<file path="src/rtl/sd_cmd_issue.sv">
module sd_cmd_issue #(
  parameter int ARG_W = 32,
  parameter int ERR_W = 2,
  parameter logic [ERR_W-1:0] CRC_ERR = 2
) (
  input  logic             clk,
  input  logic             rst_n,
  input  logic             wr_en,
  input  logic             wr_sel,
  input  logic [31:0]      wr_data,
  output logic [31:0]      rd_cmd,
  output logic [ARG_W-1:0] rd_arg,
  input  logic             card_busy,
  input  logic             dat_busy,
  output logic [2:0]       status,
  output logic             launch,
  output logic [15:0]      launch_cmd,
  output logic [ARG_W-1:0] launch_arg,
  output logic             clk_upd,
  input  logic             eng_done,
  input  logic [ERR_W-1:0] eng_err,
  output logic             cmd_done,
  output logic [ERR_W-1:0] cmd_err
);
  localparam int B_CRC  = 8;
  localparam int B_WAIT = 13;
  localparam int B_CLK  = 21;

  logic [30:0]      cmd_q;
  logic             load_q;
  logic [ARG_W-1:0] arg_q;
  logic             active_q;
  logic             launch_q;
  logic             upd_q;
  logic             done_q;
  logic [ERR_W-1:0] err_q;
  logic [15:0]      lcmd_q;
  logic [ARG_W-1:0] larg_q;

  wire upd_ok = load_q & cmd_q[B_CLK];
  wire go_ok  = load_q & ~cmd_q[B_CLK] & ~active_q & ~card_busy
              & ~(cmd_q[B_WAIT] & dat_busy);
  wire crc_masked = (eng_err == CRC_ERR) & ~lcmd_q[B_CRC];

  always_ff @(posedge clk or negedge rst_n) begin
    if (!rst_n) begin
      cmd_q    <= '0;
      load_q   <= 1'b0;
      arg_q    <= '0;
      active_q <= 1'b0;
      launch_q <= 1'b0;
      upd_q    <= 1'b0;
      done_q   <= 1'b0;
      err_q    <= '0;
      lcmd_q   <= '0;
      larg_q   <= '0;
    end else begin
      launch_q <= go_ok;
      upd_q    <= upd_ok;
      done_q   <= 1'b0;
      if (wr_en && !load_q) begin
        if (!wr_sel) {load_q, cmd_q} <= wr_data;
        else         arg_q <= wr_data[ARG_W-1:0];
      end else if (go_ok || upd_ok) begin
        load_q <= 1'b0;
      end
      if (go_ok) begin
        active_q <= 1'b1;
        lcmd_q   <= cmd_q[15:0];
        larg_q   <= arg_q;
      end
      if (active_q && eng_done) begin
        active_q <= 1'b0;
        done_q   <= 1'b1;
        err_q    <= crc_masked ? '0 : eng_err;
      end
    end
  end

  assign rd_cmd     = {load_q, cmd_q};
  assign rd_arg     = arg_q;
  assign status     = {card_busy, active_q, load_q};
  assign launch     = launch_q;
  assign launch_cmd = lcmd_q;
  assign launch_arg = larg_q;
  assign clk_upd    = upd_q;
  assign cmd_done   = done_q;
  assign cmd_err    = err_q;
endmodule


</file>
<file path="config.mk">
export PLATFORM = sky130hd
export DESIGN_NAME = sd_cmd_issue
export DESIGN_NICKNAME = d
export VERILOG_FILES = /design/src/rtl/sd_cmd_issue.sv
export SDC_FILE = /design/constraint.sdc
export NUM_CORES = 1
export LEC_CHECK = 0
export BUFFER_PORTS_ARGS = -buffer_cell sky130_fd_sc_hd__buf_2
export CAP_MARGIN = 20
export CORE_ASPECT_RATIO = 0.7
export CORE_MARGIN = 10
export CORE_UTILIZATION = 53
export CTS_CLUSTER_DIAMETER = 120
export DETAILED_ROUTE_END_ITERATION = 6
export PLACE_DENSITY = 0.84
export SLEW_MARGIN = 25
export SYNTH_ARGS = -nofsm -noshare
export SYNTH_HDL_FRONTEND = slang
export SYNTH_SLANG_ARGS = --single-unit
</file>
<file path="constraint.sdc">
create_clock -name clk -period 4.79 [get_ports clk]
set_input_delay 0.2395 -clock clk [delete_from_list [all_inputs] [get_ports clk]]
set_output_delay 0.2395 -clock clk [all_outputs]
set_load 0.005 [all_outputs]
</file>
==> results.json, run 1 <==
{
  "status": "finished clean",
  "worst_ep_required_time_ns": 5.07,
  "antennaDiodeCount": 0,
  "cts_root_buffer": "clkbuf_16",
  "ys_seq_area_share_pct": 64.8,
  "drc_errors": 0,
  "grt_usage_pct": 17.7,
  "grt-ovfl-total": 0,
  "syn2layout_area_growth_pct": 29.5,
  "p_seq_share_pct": 43.6,
  "crit_buf_inv": 1,
  "finClkSkew_ns": 0.0110,
  "hp-class": "primary input to flip-flop",
  "r2r_start": "cmd_q[21]$_DFFE_PN0P_",
  "grt_pass1_wl_mm": 17.3,
  "period_needed_ns": 2.04,
  "clk_pin_slew_ns": 0.05,
  "synthCells": 260,
  "combPwrFrac_pct": 26.9,
  "peakVddDrop_mv": 0.369,
  "hold_violations": 0,
  "core-area_sq_um": 8410,
  "pwr_density_cell_nw_per_um2": 616,
  "regToRegEndpoint": "launch_cmd[0]$_DFFE_PN0P_",
  "synth.yosys.warnings": 0,
  "avgViaCountPerCell": 5.02,
  "drtPass1Iterations": 4,
  "drive_gt1_share_pct": 68.0,
  "nets": 470,
  "cts_tree": "built",
  "synth_edf_count": 0,
  "fmax_mhz": 491,
  "min_from": "eng_done",
  "synthFlopType": "dfrtp_1",
  "grt_pass1_vias": 3114,
  "fillers": 582,
  "maxSlewHeadroom_pct": 45.2,
  "synth.top_cell.area_share_pct": 64.8,
  "drt_iter0_markers": 102,
  "tightest_slew_ns": 0.822,
  "setup_tns_ns": 0,
  "crit_family": "compound AO/OA/AOI/OAI gates",
  "cap_violations": 0,
  "rsz0062_at_grt": "false",
  "drv_slew": 0,
  "p_int_mw": 2.64,
  "wl_per_cell_microns": 20.2,
  "switchingPower_mw": 0.995,
  "ant_nets": 0,
  "crit_path_start_kind": "flip-flop",
  "dieWidth_microns": 131,
  "antenna_found_initial": 2,
  "ctsLongestPathBuffers": 2,
  "critPathLaunch": "cmd_q[21]$_DFFE_PN0P_",
  "critPathArrivalTime_ns": 2.32,
  "grt_max_degree": 66,
  "crit_path_cell_trace": "nand2b_1 -> a2111o_2 -> buf_4 -> mux2_4",
  "clkPwrFrac_pct": 29.5,
  "hold_depth": 2,
  "stdcell_count": 546,
  "portBuffers": 160,
  "crit_path_top_delay_cell": "a2111o_2",
  "post-dp-hpwl_mm": 8.23,
  "avgSynthCellArea_sq_um": 17.5,
  "slowest_delay_ns": 0.64,
  "synth_top_area_cell": "dfrtp_1",
  "die_y_microns": 97.6,
  "gp_congestion": 0.749,
  "yosysMostFrequentCell": "dfrtp_1",
  "ys_types": 18,
  "synth.area.top_cells": "dfrtp_1, mux2_2, mux2_4",
  "p_sw_share_pct": 27.4,
  "cts_buffers": 17,
  "cp_max_fo": 26,
  "ctsResizeCount": 0,
  "io_pins": 161,
  "crit_type": "flip-flop to flip-flop",
  "dieArea_sq_um": 12800,
  "async_flop_share_pct": 100,
  "holdPathEnd": "active_q$_DFFE_PN0P_",
  "wirelength_mm": 11.0,
  "fin_total_pwr_mw": 3.63,
  "min_period_over_period_pct": 42.5,
  "reg2reg_slack_ns": 2.75,
  "leakage_nw": 3.01,
  "num_rows": 28,
  "synth_common_cells": "dfrtp_1, mux2_2, mux2_4",
  "cts_setup_buffers": 0,
  "start_util_pct": 54.2,
  "clock-sinks": 118,
  "clock_latency_ns": 0.40,
  "vias": 2740,
  "htreeDepth": 4,
  "ys_ff_latch": 118,
  "reg2reg_depth": 4,
  "setup_viol": 0,
  "endpoint_kind": "flip-flop",
  "synth_nets": 301,
  "netlist_area_sq_um": 4560,
  "dp.cells": 514,
  "holdBufCountCts": 1
}
[layout make-up]
type | count | area [sq um] | share of cell area, %
timing repair buffer | 165 | 843 | 14.3
sequential | 118 | 2950 | 50.0
clock buffer | 26 | 479 | 8.12
tap | 105 | 131 | 2.23
clock inverter | 5 | 25.0 | 0.424
multi-input combinational | 124 | 1450 | 24.6
inverter | 3 | 16.3 | 0.276
[layer usage]
| layer | up-vias | global-route usage (%) | share of wire (%) |
|---|---|---|---|
| met5 | - | 0 | 0.11 |
| met4 | 2 | 4.60 | 0.61 |
| met3 | 10 | 8.29 | 8.5 |
| met2 | 91 | 29.8 | 51 |
| met1 | 1382 | 19.6 | 40 |
| li1 | 1255 | - | - |
[power by group through the flow]
stage	Sequential [mW]	Clock (mW)	Combinational, mW
after floorplan	1.60	0	0.453
after global placement	1.57	0	0.971
after detailed placement	1.60	0	1.00
after CTS	1.59	1.09	1.01
after global routing	1.64	1.15	1.07
final	1.59	1.07	0.976
[how the worst max path moves through the flow]
stage / endpoint / slack [ns] / cells after the start
after CTS: launch_arg[20]$_DFFE_PN0P_ / 2.74 / 4
after global placement: rd_arg[2]$_DFFE_PN0P_ / 2.75 / 3
after floorplan: launch_cmd[10]$_DFFE_PN0P_ / 3.07 / 6
after detailed placement: launch_arg[20]$_DFFE_PN0P_ / 2.75 / 4
after global routing: launch_cmd[0]$_DFFE_PN0P_ / 2.68 / 4
final: launch_cmd[0]$_DFFE_PN0P_ / 2.75 / 4
[cell usage in the layout, fill, tap and decap left out, drive strengths merged]
cell type    instances
clkbuf              26
buf                164
o21ai                4
nand3b               1
a2111o               1
nand2                3
dlygate4sd3          1
clkinv               5
mux2               112
dfrtp              118
nand2b               1
and2                 1
nor3b                1
inv                  3
[sequential cells by signal, indices dropped and copies added (netlist names)]
signal      flops
active_q        1
clk_upd         1
cmd_done        1
cmd_err         2
cmd_q          31
launch          1
launch_arg     32
launch_cmd     16
load_q          1
rd_arg         32
[stage by stage]
stage / hold slack [ns] / utilization [%] / setup WS [ns] / instance area [sq um]
final: 0.0351 / 70.2 / 2.75 / 5900
after global routing: 0.0495 / 70.2 / 2.68 / 5900
after CTS: 0.0243 / 70.2 / 2.74 / 5900
after detailed placement: 0.388 / 64.1 / 2.75 / 5390
after global placement: 0.379 / 64.1 / 2.75 / 5390
after floorplan: -0.0561 / - / 3.07 / 4560
[worst reg2reg max path, cell delays in order (launching register included)]
cell      delay, ns
dfrtp_1        0.38
nand2b_1       0.16
a2111o_2       0.64
buf_4          0.36
mux2_4         0.37
[cell families (layout without fill, tap and decap cells)]
logic type,Yosys count,after routing,synth area share (%)
buffers and inverters,18,199,3.46
DFF,118,118,64.8
AOI/OAI and AO/OA,5,5,0.687
and+or+nand+nor,7,7,0.961
muxes,112,112,30.1
Power figures use the tool's default switching activity.
==> inputs of run 2 (changes only) <==
--- a/config.mk
+++ b/config.mk
@@ -9,10 +9,10 @@
 export CAP_MARGIN = 20
 export CORE_ASPECT_RATIO = 0.7
 export CORE_MARGIN = 10
-export CORE_UTILIZATION = 53
+export CORE_UTILIZATION = 49
 export CTS_CLUSTER_DIAMETER = 120
 export DETAILED_ROUTE_END_ITERATION = 6
-export PLACE_DENSITY = 0.84
+export PLACE_DENSITY = 0.79
 export SLEW_MARGIN = 25
 export SYNTH_ARGS = -nofsm -noshare
 export SYNTH_HDL_FRONTEND = slang
==> constraint.sdc (replaced) <==
create_clock -name clk -period 2.1 [get_ports clk]
set_input_delay 0.105 -clock clk [delete_from_list [all_inputs] [get_ports clk]]
set_output_delay 0.105 -clock clk [all_outputs]
set_load 0.005 [all_outputs]
==> results.json, run 2 (synthesized netlist as in run 1, its figures left out) <==
{
  "clock-sinks": 118,
  "cts_tree": "built",
  "hold_depth": 3,
  "grt_max_degree": 53,
  "crit_type": "flip-flop to flip-flop",
  "period_needed_ns": 1.76,
  "final_core_util_pct": 71.1,
  "maxSlewHeadroom_pct": 62.9,
  "peakVddDrop_mv": 0.808,
  "drt_iter0_markers": 95,
  "dieArea_sq_um": 13600,
  "critPathArrivalTime_ns": 2.05,
  "start_util_pct": 50.2,
  "num_rows": 29,
  "portBuffers": 160,
  "ctsLongestPathBuffers": 2,
  "setup_tns_ns": 0,
  "cts_root_buffer": "clkbuf_16",
  "setup_viol": 0,
  "crit_path_start_kind": "flip-flop",
  "grt_pass1_vias": 3437,
  "gp_congestion": 0.768,
  "drive_gt1_share_pct": 64.4,
  "stdcell_count": 609,
  "grt_usage_pct": 18.1,
  "combPwrFrac_pct": 26.0,
  "grt-ovfl-total": 0,
  "leakage_nw": 3.24,
  "regToRegEndpoint": "launch_arg[23]$_DFFE_PN0P_",
  "dieWidth_microns": 135,
  "status": "finished clean",
  "cap_violations": 0,
  "layout_common_cells": "buf_2, dfrtp_1, mux2_2",
  "worst_ep_required_time_ns": 2.39,
  "min_period_over_period_pct": 83.9,
  "htreeDepth": 4,
  "r2r_start": "cmd_q[21]$_DFFE_PN0P_",
  "vias": 2963,
  "endpoint_kind": "flip-flop",
  "p_int_mw": 6.54,
  "hold_violations": 0,
  "core-area_sq_um": 9070,
  "min_from": "eng_err[1]",
  "cts_buffers": 17,
  "p_sw_share_pct": 26.6,
  "switchingPower_mw": 2.37,
  "avgViaCountPerCell": 4.87,
  "reg2reg_depth": 4,
  "final_common_cell": "buf_2",
  "post-dp-hpwl_mm": 8.39,
  "clkPwrFrac_pct": 33.3,
  "holdBufCountCts": 35,
  "hp-class": "primary input to flip-flop",
  "ant_nets": 0,
  "holdWs_ns": 0.0144,
  "nets": 511,
  "fmax_mhz": 567,
  "die_y_microns": 101,
  "tightest_slew_ns": 0.557,
  "p_seq_share_pct": 40.7,
  "wirelength_mm": 11.9,
  "clk_pin_slew_ns": 0.05,
  "cp_max_fo": 14,
  "reg2reg_slack_ns": 0.34,
  "antenna_found_initial": 2,
  "clock_latency_ns": 0.41,
  "pwr_density_cell_nw_per_um2": 1380,
  "ctsResizeCount": 0,
  "drtPass1Iterations": 4,
  "finClkSkew_ns": 0.00707,
  "wl_per_cell_microns": 19.5,
  "grt_pass1_wl_mm": 19.1,
  "drv_slew": 0,
  "holdPathEnd": "cmd_err[1]$_DFFE_PN0P_",
  "dp.cells": 540,
  "syn2layout_area_growth_pct": 41.6,
  "cts_setup_buffers": 0,
  "io_pins": 161,
  "rsz0062_at_grt": "false",
  "drc_errors": 0
}
[run 2: changes by cell type in the layout (fill, tap and decap cells not counted), sizes merged]
cell	previous run	this run
buf	164	171
diode	0	2
dlygate4sd3	1	35
bufinv	0	4
clkbuf	26	22
clkinvlp	0	1
[run 2: layout make-up]
cell class | count | area (sq um)
clock inverter | 10 | 153
tap | 124 | 155
clock buffer | 22 | 454
timing repair buffer | 206 | 1260
antenna | 2 | 5.00
multi-input combinational | 124 | 1450
fill | 641 | 2620
inverter | 3 | 16.3
sequential | 118 | 2950
[run 2: power groups by stage]
stage          clock network, mW  registers [mW]  logic, mW
2_1_floorplan                  0            3.65       1.03
3_3_place_gp                   0            3.60       2.25
3_5_place_dp                   0            3.64       2.31
4_1_cts                     3.02            3.62       2.38
5_1_grt                     3.14            3.73       2.54
6_report                    2.97            3.62       2.31
[run 2: metrics by stage]
step	setup WS (ns)	cell area (sq um)	total power, mW
after global placement	0.385	5490	5.84
after CTS	0.334	6440	9.01
after floorplan	0.383	4560	4.68
after global routing	0.275	6450	9.41
after detailed placement	0.346	5490	5.96
final	0.337	6450	8.91
[run 2: metal layers]
layer / vias up / global-route usage [%] / wire length, microns
met2: 119 / 30.0 / 5760
met5: - / 0 / 0
met4: 0 / 4.95 / 78
met3: 9 / 9.51 / 1310
li1: 1338 / - / -
met1: 1497 / 20.1 / 4730
[run 2: how the worst max path moves through the flow]
| stage | startpoint | end | slack [ns] | depth (start not counted) |
|---|---|---|---|---|
| floorplan | cmd_q[21]$_DFFE_PN0P_ | launch_cmd[10]$_DFFE_PN0P_ | 0.38 | 6 |
| global placement | cmd_q[21]$_DFFE_PN0P_ | launch_arg[20]$_DFFE_PN0P_ | 0.39 | 4 |
| detailed placement | cmd_q[21]$_DFFE_PN0P_ | launch_arg[18]$_DFFE_PN0P_ | 0.35 | 4 |
| CTS | cmd_q[21]$_DFFE_PN0P_ | launch_arg[16]$_DFFE_PN0P_ | 0.33 | 4 |
| global route | cmd_q[21]$_DFFE_PN0P_ | launch_arg[23]$_DFFE_PN0P_ | 0.27 | 4 |
| finish | cmd_q[21]$_DFFE_PN0P_ | launch_arg[23]$_DFFE_PN0P_ | 0.34 | 4 |
[run 2: worst max-delay path, cell delays in order, from the launching register on]
cell      delay [ns]
dfrtp_1         0.39
nand2b_1        0.16
a2111o_2        0.52
buf_4           0.25
mux2_4          0.32
==> inputs of run 3 (changes only) <==
==> constraint.sdc (replaced) <==
create_clock -name clk -period 1.8 [get_ports clk]
set_input_delay 0.09 -clock clk [delete_from_list [all_inputs] [get_ports clk]]
set_output_delay 0.09 -clock clk [all_outputs]
set_load 0.005 [all_outputs]
==> results.json, run 3 (synthesized netlist as in run 1, its figures left out) <==
{
  "status": "finished clean",
  "wl_per_cell_microns": 19.7,
  "maxSlewHeadroom_pct": 66.7,
  "drv_slew": 0,
  "dieWidth_microns": 135,
  "grt_max_degree": 48,
  "fmax_mhz": 572,
  "crit_type": "flip-flop to flip-flop",
  "crit_buf_inv": 1,
  "cts_buffers": 17,
  "tightest_slew_ns": 0.500,
  "final_common_cell": "buf_2",
  "num_rows": 29,
  "drt_iter0_markers": 119,
  "hp-class": "primary input to flip-flop",
  "nets": 513,
  "grt_usage_pct": 18.1,
  "worst_ep_required_time_ns": 2.08,
  "cts_tree": "built",
  "vias": 2989,
  "setup_viol": 0,
  "cts_root_buffer": "clkbuf_16",
  "avgViaCountPerCell": 4.90,
  "syn2layout_area_growth_pct": 44.2,
  "start_util_pct": 50.2,
  "crit_family": "compound AO/OA/AOI/OAI gates",
  "portBuffers": 160,
  "fillers": 592,
  "cts_setup_buffers": 0,
  "holdWs_ns": 0.190,
  "pwr_density_cell_nw_per_um2": 1640,
  "htreeDepth": 4,
  "gp_congestion": 0.783,
  "peakVddDrop_mv": 0.902,
  "hold_depth": 3,
  "clk_pin_slew_ns": 0.05,
  "grt_pass1_wl_mm": 19.0,
  "critPathArrivalTime_ns": 2.03,
  "die_y_microns": 101,
  "core-area_sq_um": 9070,
  "fin_total_pwr_mw": 10.8,
  "hold_violations": 0,
  "leakage_nw": 3.29,
  "clock-sinks": 118,
  "drtPass1Iterations": 4,
  "reg2reg_slack_ns": 0.05,
  "antenna_found_initial": 0,
  "crit_path_start_kind": "flip-flop",
  "endpoint_kind": "flip-flop",
  "grt-ovfl-total": 0,
  "min_period_over_period_pct": 97.2,
  "critPathLaunch": "cmd_q[21]$_DFFE_PN0P_",
  "clock_latency_ns": 0.40,
  "setup_tns_ns": 0,
  "cp_max_fo": 15,
  "holdPathEnd": "launch$_DFF_PN0_",
  "min_from": "card_busy",
  "grt_pass1_vias": 3382,
  "dieArea_sq_um": 13600,
  "post-dp-hpwl_mm": 8.55,
  "slowest_delay_ns": 0.53,
  "crit_path_cell_trace": "nand2b_1 -> a2111o_2 -> buf_12 -> mux2_4",
  "reg2reg_depth": 4,
  "io_pins": 161,
  "crit_path_top_delay_cell": "a2111o_2",
  "wirelength_mm": 12.0,
  "cap_violations": 0,
  "period_needed_ns": 1.75,
  "regToRegEndpoint": "launch_arg[9]$_DFFE_PN0P_",
  "finClkSkew_ns": 0.00607,
  "ctsLongestPathBuffers": 2,
  "drc_errors": 0,
  "ant_nets": 0,
  "r2r_start": "cmd_q[21]$_DFFE_PN0P_",
  "drive_gt1_share_pct": 65.2,
  "layout_common_cells": "buf_2, dfrtp_1, mux2_2",
  "rsz0062_at_grt": "false"
}
## run 3: cell types whose count changed in the layout (fill, tap and decap cells not counted), moves of 2 or more
cell        delta
clkbuf_1       -4
buf_12         +2
clkinvlp_4     +2
clkbuf_8       +3
buf_6          +2
clkinv_2       -4
clkinv_4       +2
buf_4          -3
## run 3: what timing repair did
item | in CTS | in global routing
resized for setup | 0 | 3
setup endpoints to repair | 0 | 34
hold buffers | 36 | 0
endpoints found under the hold margin | 101 | 0
## run 3: layout make-up
type | count | area (sq um) | area share [%]
Antenna cell | 1 | 2.50 | 0.0381
Clock buffer | 21 | 480 | 7.31
Clock inverter | 11 | 195 | 2.97
Inverter | 3 | 18.8 | 0.286
Multi-Input combinational cell | 124 | 1450 | 22.1
Sequential cell | 118 | 2950 | 45.0
Tap cell | 124 | 155 | 2.36
Timing Repair Buffer | 208 | 1310 | 20.0
## run 3: tightest hold or removal path: stages
cell	delay, ns
buf_2	0.10
a2111o_2	0.23
inv_8	0.10
## run 3: worst max-delay path by stage
stage / endpoint / slack (ns) / depth (start not counted)
after detailed placement: launch_cmd[4]$_DFFE_PN0P_ / 0.01 / 4
final: launch_arg[9]$_DFFE_PN0P_ / 0.05 / 4
after floorplan: launch_cmd[10]$_DFFE_PN0P_ / 0.08 / 6
after global placement: launch_arg[20]$_DFFE_PN0P_ / 0.08 / 4
after CTS: launch_arg[21]$_DFFE_PN0P_ / 0.01 / 4
after global routing: launch_cmd[11]$_DFFE_PN0P_ / 0.0001 / 4
## run 3: through the flow
stage               setup slack, ns  instance area [sq um]  util [%]  cells
floorplan                    0.0830                   4560         -    260
global placement             0.0804                   5520      60.9    541
detailed placement           0.0117                   5520      60.9    541
CTS                          0.0130                   6560      72.3    609
global route               0.000137                   6570      72.4    609
finish                       0.0503                   6570      72.4    610
## run 3: power by group
part	internal, mW	leakage [nW]	total [mW]	switching, mW
logic	1.68	1.55	2.72	1.03
clock network	2.61	0.322	3.78	1.18
registers	3.62	1.42	4.26	0.638
## run 3: layer usage
layer  global-route usage, %  up-vias  part of all wire (%)
met5                       0        -                     0
met4                    7.76        0                   1.8
met3                    8.17       18                   9.5
met2                    27.3      132                    46
met1                    22.0     1495                    43
li1                        -     1344                     -
